==> src/rtl/lane_align_pkg.sv <==
package lane_align_pkg;
    typedef enum logic {
        MODE_STRAIGHT = 1'b0,
        MODE_SHIFTED  = 1'b1
    } align_mode_e;

    typedef struct packed {
        logic skip;
        logic sync;
        logic skip_sync;
        logic sync_skip;
    } pat_hits_t;
endpackage

==> src/rtl/lane_word_delay.sv <==
module lane_word_delay #(
    parameter int BYTE_W = 8
) (
    input  logic              clk,
    input  logic              rst,
    input  logic [BYTE_W-1:0] low_byte,
    input  logic              low_flag,
    output logic [BYTE_W-1:0] prev_byte,
    output logic              prev_flag
);
    // Only the low byte of the previous word is ever reused.
    always_ff @(posedge clk) begin
        if (rst) begin
            prev_byte <= '0;
            prev_flag <= 1'b0;
        end else begin
            prev_byte <= low_byte;
            prev_flag <= low_flag;
        end
    end
endmodule

==> src/rtl/lane_byte_select.sv <==
module lane_byte_select
    import lane_align_pkg::*;
#(
    parameter int BYTE_W = 8
) (
    input  align_mode_e         mode,
    input  logic [2*BYTE_W-1:0] cur_data,
    input  logic [1:0]          cur_ctrl,
    input  logic [BYTE_W-1:0]   prev_byte,
    input  logic                prev_flag,
    output logic [2*BYTE_W-1:0] view_data,
    output logic [1:0]          view_ctrl
);
    localparam int LANES = 2;

    for (genvar i = 0; i < LANES; i++) begin : g_lane
        logic [BYTE_W-1:0] shift_b;
        logic              shift_c;
        if (i == LANES - 1) begin : g_top
            assign shift_b = prev_byte;
            assign shift_c = prev_flag;
        end else begin : g_low
            assign shift_b = cur_data[(i+1)*BYTE_W +: BYTE_W];
            assign shift_c = cur_ctrl[i+1];
        end
        assign view_data[i*BYTE_W +: BYTE_W] =
            (mode == MODE_SHIFTED) ? shift_b : cur_data[i*BYTE_W +: BYTE_W];
        assign view_ctrl[i] = (mode == MODE_SHIFTED) ? shift_c : cur_ctrl[i];
    end
endmodule

==> src/rtl/lane_pattern_detect.sv <==
module lane_pattern_detect
    import lane_align_pkg::*;
#(
    parameter int                BYTE_W    = 8,
    parameter logic [BYTE_W-1:0] SKIP_CODE = 'h1C,
    parameter logic [BYTE_W-1:0] SYNC_CODE = 'hBC
) (
    input  logic [2*BYTE_W-1:0] view_data,
    input  logic [1:0]          view_ctrl,
    output pat_hits_t           hits
);
    localparam int LANES = 2;

    logic [LANES-1:0] is_skip;
    logic [LANES-1:0] is_sync;

    for (genvar i = 0; i < LANES; i++) begin : g_cls
        assign is_skip[i] = view_ctrl[i] && (view_data[i*BYTE_W +: BYTE_W] == SKIP_CODE);
        assign is_sync[i] = view_ctrl[i] && (view_data[i*BYTE_W +: BYTE_W] == SYNC_CODE);
    end

    always_comb begin
        hits.skip      = is_skip[1] & is_skip[0];
        hits.sync      = is_sync[1] & is_sync[0];
        hits.skip_sync = is_skip[1] & is_sync[0];
        hits.sync_skip = is_sync[1] & is_skip[0];
    end
endmodule

==> src/rtl/lane_align_fsm.sv <==
module lane_align_fsm
    import lane_align_pkg::*;
(
    input  logic        clk,
    input  logic        rst,
    input  pat_hits_t   hits,
    input  logic        dec_err,
    output align_mode_e mode_q,
    output logic        good_q
);
    align_mode_e mode_d;
    logic        mixed;

    assign mixed = hits.skip_sync | hits.sync_skip;

    always_comb begin
        mode_d = mode_q;
        unique case (mode_q)
            MODE_STRAIGHT: if (mixed) mode_d = MODE_SHIFTED;
            MODE_SHIFTED:  if (mixed) mode_d = MODE_STRAIGHT;
        endcase
    end

    always_ff @(posedge clk) begin
        if (rst) mode_q <= MODE_STRAIGHT;
        else     mode_q <= mode_d;
    end

    always_ff @(posedge clk) begin
        if (rst)                  good_q <= 1'b0;
        else if (dec_err | mixed) good_q <= 1'b0;
        else if (hits.sync)       good_q <= 1'b1;
    end

    a_r1_reset_state: assert property (@(posedge clk)
        rst |=> (mode_q == MODE_STRAIGHT && !good_q));
    a_r7_hold_without_mixed: assert property (@(posedge clk) disable iff (rst)
        !mixed |=> $stable(mode_q));
    a_r7_mixed_flips: assert property (@(posedge clk) disable iff (rst)
        mixed |=> (mode_q != $past(mode_q)));
    a_r8_err_clears_good: assert property (@(posedge clk) disable iff (rst)
        dec_err |=> !good_q);
    a_r9_sync_sets_good: assert property (@(posedge clk) disable iff (rst)
        (hits.sync && !dec_err) |=> good_q);
    a_r10_mixed_clears_good: assert property (@(posedge clk) disable iff (rst)
        mixed |=> !good_q);
endmodule

==> src/rtl/lane_byte_aligner.sv <==
module lane_byte_aligner
    import lane_align_pkg::*;
#(
    parameter int                BYTE_W    = 8,
    parameter logic [BYTE_W-1:0] SKIP_CODE = 'h1C,
    parameter logic [BYTE_W-1:0] SYNC_CODE = 'hBC
) (
    input  logic                clk,
    input  logic                rst,
    input  logic [2*BYTE_W-1:0] in_data,
    input  logic [1:0]          in_ctrl,
    input  logic                in_err,
    output logic [2*BYTE_W-1:0] out_data,
    output logic [1:0]          out_ctrl,
    output logic                out_shifted,
    output logic                out_good,
    output logic                det_skip,
    output logic                det_sync,
    output logic                det_skip_sync,
    output logic                det_sync_skip
);
    localparam int WORD_W = 2 * BYTE_W;

    align_mode_e       mode;
    logic [BYTE_W-1:0] prev_byte;
    logic              prev_flag;
    logic [WORD_W-1:0] view_data;
    logic [1:0]        view_ctrl;
    pat_hits_t         hits;

    lane_word_delay #(.BYTE_W(BYTE_W)) u_delay (
        .clk       (clk),
        .rst       (rst),
        .low_byte  (in_data[BYTE_W-1:0]),
        .low_flag  (in_ctrl[0]),
        .prev_byte (prev_byte),
        .prev_flag (prev_flag)
    );

    lane_byte_select #(.BYTE_W(BYTE_W)) u_select (
        .mode      (mode),
        .cur_data  (in_data),
        .cur_ctrl  (in_ctrl),
        .prev_byte (prev_byte),
        .prev_flag (prev_flag),
        .view_data (view_data),
        .view_ctrl (view_ctrl)
    );

    lane_pattern_detect #(
        .BYTE_W    (BYTE_W),
        .SKIP_CODE (SKIP_CODE),
        .SYNC_CODE (SYNC_CODE)
    ) u_detect (
        .view_data (view_data),
        .view_ctrl (view_ctrl),
        .hits      (hits)
    );

    lane_align_fsm u_fsm (
        .clk     (clk),
        .rst     (rst),
        .hits    (hits),
        .dec_err (in_err),
        .mode_q  (mode),
        .good_q  (out_good)
    );

    assign out_shifted = (mode == MODE_SHIFTED);

    always_ff @(posedge clk) begin
        if (rst) begin
            out_data      <= '0;
            out_ctrl      <= '0;
            det_skip      <= 1'b0;
            det_sync      <= 1'b0;
            det_skip_sync <= 1'b0;
            det_sync_skip <= 1'b0;
        end else begin
            out_data      <= view_data;
            out_ctrl      <= view_ctrl;
            det_skip      <= hits.skip;
            det_sync      <= hits.sync;
            det_skip_sync <= hits.skip_sync;
            det_sync_skip <= hits.sync_skip;
        end
    end

    a_r2_straight_passthrough: assert property (@(posedge clk) disable iff (rst)
        (mode == MODE_STRAIGHT) |=> (out_data == $past(in_data)));
    a_r3_shifted_join: assert property (@(posedge clk) disable iff (rst)
        (mode == MODE_SHIFTED) |=>
            (out_data[BYTE_W-1:0] == $past(in_data[WORD_W-1:BYTE_W])));
    a_r6_single_strobe: assert property (@(posedge clk) disable iff (rst)
        $onehot0({det_skip, det_sync, det_skip_sync, det_sync_skip}));
endmodule

==> config.mk <==
export PLATFORM = sky130hd
export DESIGN_NAME = lane_byte_aligner
export DESIGN_NICKNAME = d
export VERILOG_FILES = /design/src/rtl/lane_align_pkg.sv /design/src/rtl/lane_word_delay.sv /design/src/rtl/lane_byte_select.sv /design/src/rtl/lane_pattern_detect.sv /design/src/rtl/lane_align_fsm.sv /design/src/rtl/lane_byte_aligner.sv
export SDC_FILE = /design/constraint.sdc
export NUM_CORES = 1
export LEC_CHECK = 0
export ABC_AREA = 1
export BUFFER_PORTS_ARGS = -buffer_cell sky130_fd_sc_hd__buf_2
export CAP_MARGIN = 20
export CELL_PAD_IN_SITES_DETAIL_PLACEMENT = 1
export CELL_PAD_IN_SITES_GLOBAL_PLACEMENT = 2
export CORE_MARGIN = 3
export CORE_UTILIZATION = 26
export CTS_CLUSTER_SIZE = 24
export DETAILED_ROUTE_END_ITERATION = 7
export PLACE_DENSITY = 0.82
export SYNTH_ARGS = -nofsm -noshare
export SYNTH_HDL_FRONTEND = slang
export SYNTH_HIERARCHICAL = 1
export SYNTH_SLANG_ARGS = --single-unit
==> constraint.sdc <==
create_clock -name clk -period 1.9 [get_ports clk]
set_input_delay 0.38 -clock clk [delete_from_list [all_inputs] [get_ports clk]]
set_output_delay 0.38 -clock clk [all_outputs]
set_load 0.03 [all_outputs]
==> reports/results.txt <==
Headroom to the max-slew limit: 0.753
Fin cells: 311
Grt total ovfl: 0
Cells after DPL: 304
Clk_lat worst skew: 0.28 ns
Maximum clock rate: 615 MHz
Max-slew violation count: 0
CP max FO: 21
Clock buffer depth: 2
Slowest CP cell: dfxtp_1
IO Count: 45
Gr usage total: 0.118
Endpoint, Worst Hold: u_delay/prev_byte[2]
Gpl congestion: 0.734
Cell depth of the worst hold path: 3
Worst Path Buf+Inv: 2
Die width: 78.5 µm
Post-DP Area: 1630 µm²
Power Total: 1.41 mW
CTS buffer count: 5
Fin. Hold Viols: 0
RSZ-0062 raised after global routing: false
Setup crit end kind: flop
Worst R2R Setup Slack: 0.27 ns
Vias in the first global route: 1207
Leak pwr: 0.988 nW
Worst path cell trace: buf_12 -> inv_8 -> nand2_1 -> nand2_1 -> nand2_1 -> nor2_2 -> nand3b_1 -> nor2_1 -> nor2_4 -> nor2_1 -> nor2_1
TritonCTS clock tree: yes
Warnings from Yosys: 6
DIE AREA: 6160 µm²
DP HPWL: 2580 µm
CTS Hold Bufs: 0
Root buf cell: clkbuf_8
Crit path kind: reg2reg
TNS Setup: 0 ns
Port-buffer cells: 44
Crit path largest cell delay: 0.32 ns
Diode count: 0
Syn Std Cell Area: 1370 µm²
Status: complete, no violations
DR WL/cell: 10.1 µm
CTS sink cnt: 33
# fillers: 661
Start of the worst register-to-register path: u_fsm/mode_q
Post-route design area: 1720 µm²
Syn_area_per_cell: 6.94 µm²
Hold Slack: 0.313 ns
First-pass GRT wire length: 5640 µm
Layout cell share with drive strength beyond 1: 0.254
# rows: 25
Setup-failing EPs final: 0
Crit-path leading delay family: simple AND/OR/NAND/NOR gates
Vias per cell: 3.75
Crit start category: flop
Via count: 1166
Syn nets: 218
Cell Pwr Density: 822 nW/µm²
Worst setup slack after layout: 0.275 ns
Final Util: 0.350
Period utilisation layout: 0.855
Post-synth cell types: 15
Largest net degree at the start of global routing: 22
FF+latch count, synth: 33
Chip height: 78.5 µm
Worst min-delay path startpoint: in_data[2]
Total routed wirelength: 3140 µm
Core Box Area: 4910 µm²
Dpl ws: 0.260 ns
DR iter-0 viols: 21
Min-delay worst type: in2reg
Initial Utilization: 0.278
Final clock skew: 0.00595 ns
Post-route ant nets: 0
Area growth syn-to-layout: 25.8%
Final Critical Period: 1.63 ns
CTS H-tree lvls: 2
Post-Synthesis Cells: 197
Worst VDD drop: 0.212 mV
DRC: 0
Slew @ Worst Pin: 0.370 ns
Nets: 265
Worst Path Arrival: 1.81 ns
Initial antenna violation count: 0
Clock transition at the registers of the reported paths: 0.06 ns
Sequential area share after synthesis: 0.484
FF-to-FF path depth: 11
CP required: 2.08 ns
FF-to-FF End: u_fsm/mode_q
DR pass1 iterations: 4
Max-Cap Viols: 0
==> sequential cells by signal, summed over array words and instances (netlist names) <==
| signal | cells |
|---|---|
| det_skip_sync | 1 |
| out_data | 16 |
| u_fsm/good_q | 1 |
| det_sync_skip | 1 |
| u_delay/prev_byte | 8 |
| u_fsm/mode_q | 1 |
| det_skip | 1 |
| out_ctrl | 2 |
| det_sync | 1 |
| u_delay/prev_flag | 1 |
==> cell usage in the layout (no fill, tap or decap), types with 2 or more instances in the layout <==
cell type,instances
buf_2,44
clkbuf_8,6
dfxtp_1,33
inv_1,41
nand2_1,61
nand2_2,5
nand3_1,3
nor2_1,41
nor2_2,2
==> area by class of cell <==
class,count,area (µm²),area share
well taps,67,83.8,0.0488
clock buffers,7,86.3,0.0502
inverters,42,165,0.0961
flip-flops and latches,33,661,0.384
multi-input cells,116,475,0.277
repair buffers,46,248,0.144
==> worst max-delay path by stage <==
stage                 start      endpoint  cells past startpoint
2_1_floorplan  u_fsm/mode_q  u_fsm/mode_q                     11
3_3_place_gp   u_fsm/mode_q  u_fsm/mode_q                     12
3_5_place_dp   u_fsm/mode_q  u_fsm/mode_q                     11
4_1_cts        u_fsm/mode_q  u_fsm/mode_q                     11
5_1_grt        u_fsm/mode_q  u_fsm/mode_q                     13
6_report       u_fsm/mode_q  u_fsm/mode_q                     11
==> synth_stat cells (all sizes together) <==
library cell  instances  area, µm²
nand2                66        260
inv                  42        165
o21ai                 1       5.00
nand3                 3       15.0
nand3b                1       7.51
dfxtp                33        661
buf                   6       67.6
nor3                  1       10.0
nor2                 44        175
==> repair_timing <==
item,CTS,global route
resized for setup,0,1
setup endpoints to repair,0,1
setup buffers,0,0
==> where the power goes <==
part,internal [mW],switching (mW),total (mW)
registers,0.723,0.00632,0.729
clock network,0.287,0.230,0.517
logic,0.0541,0.112,0.166
total,1.06,0.349,1.41
==> worst min-delay path, stage by stage <==
cell and delay [ns]:
buf_2 0.10, inv_1 0.04, nor2_1 0.03
==> kinds of logic after synthesis <==
group           share of synthesized area
compound gates                    0.00366
buf+inv                             0.170
flops                               0.484
simple gates                        0.342
==> metal layers <==
layer | global-route usage | up-vias | part of all wire
met5 | 0 | - | 0
met3 | 0.0333 | 6 | 0.053
met4 | 0.0524 | 0 | 0.019
met2 | 0.168 | 32 | 0.42
li1 | - | 645 | -
met1 | 0.163 | 483 | 0.51
(Power assumes the default switching activity.)
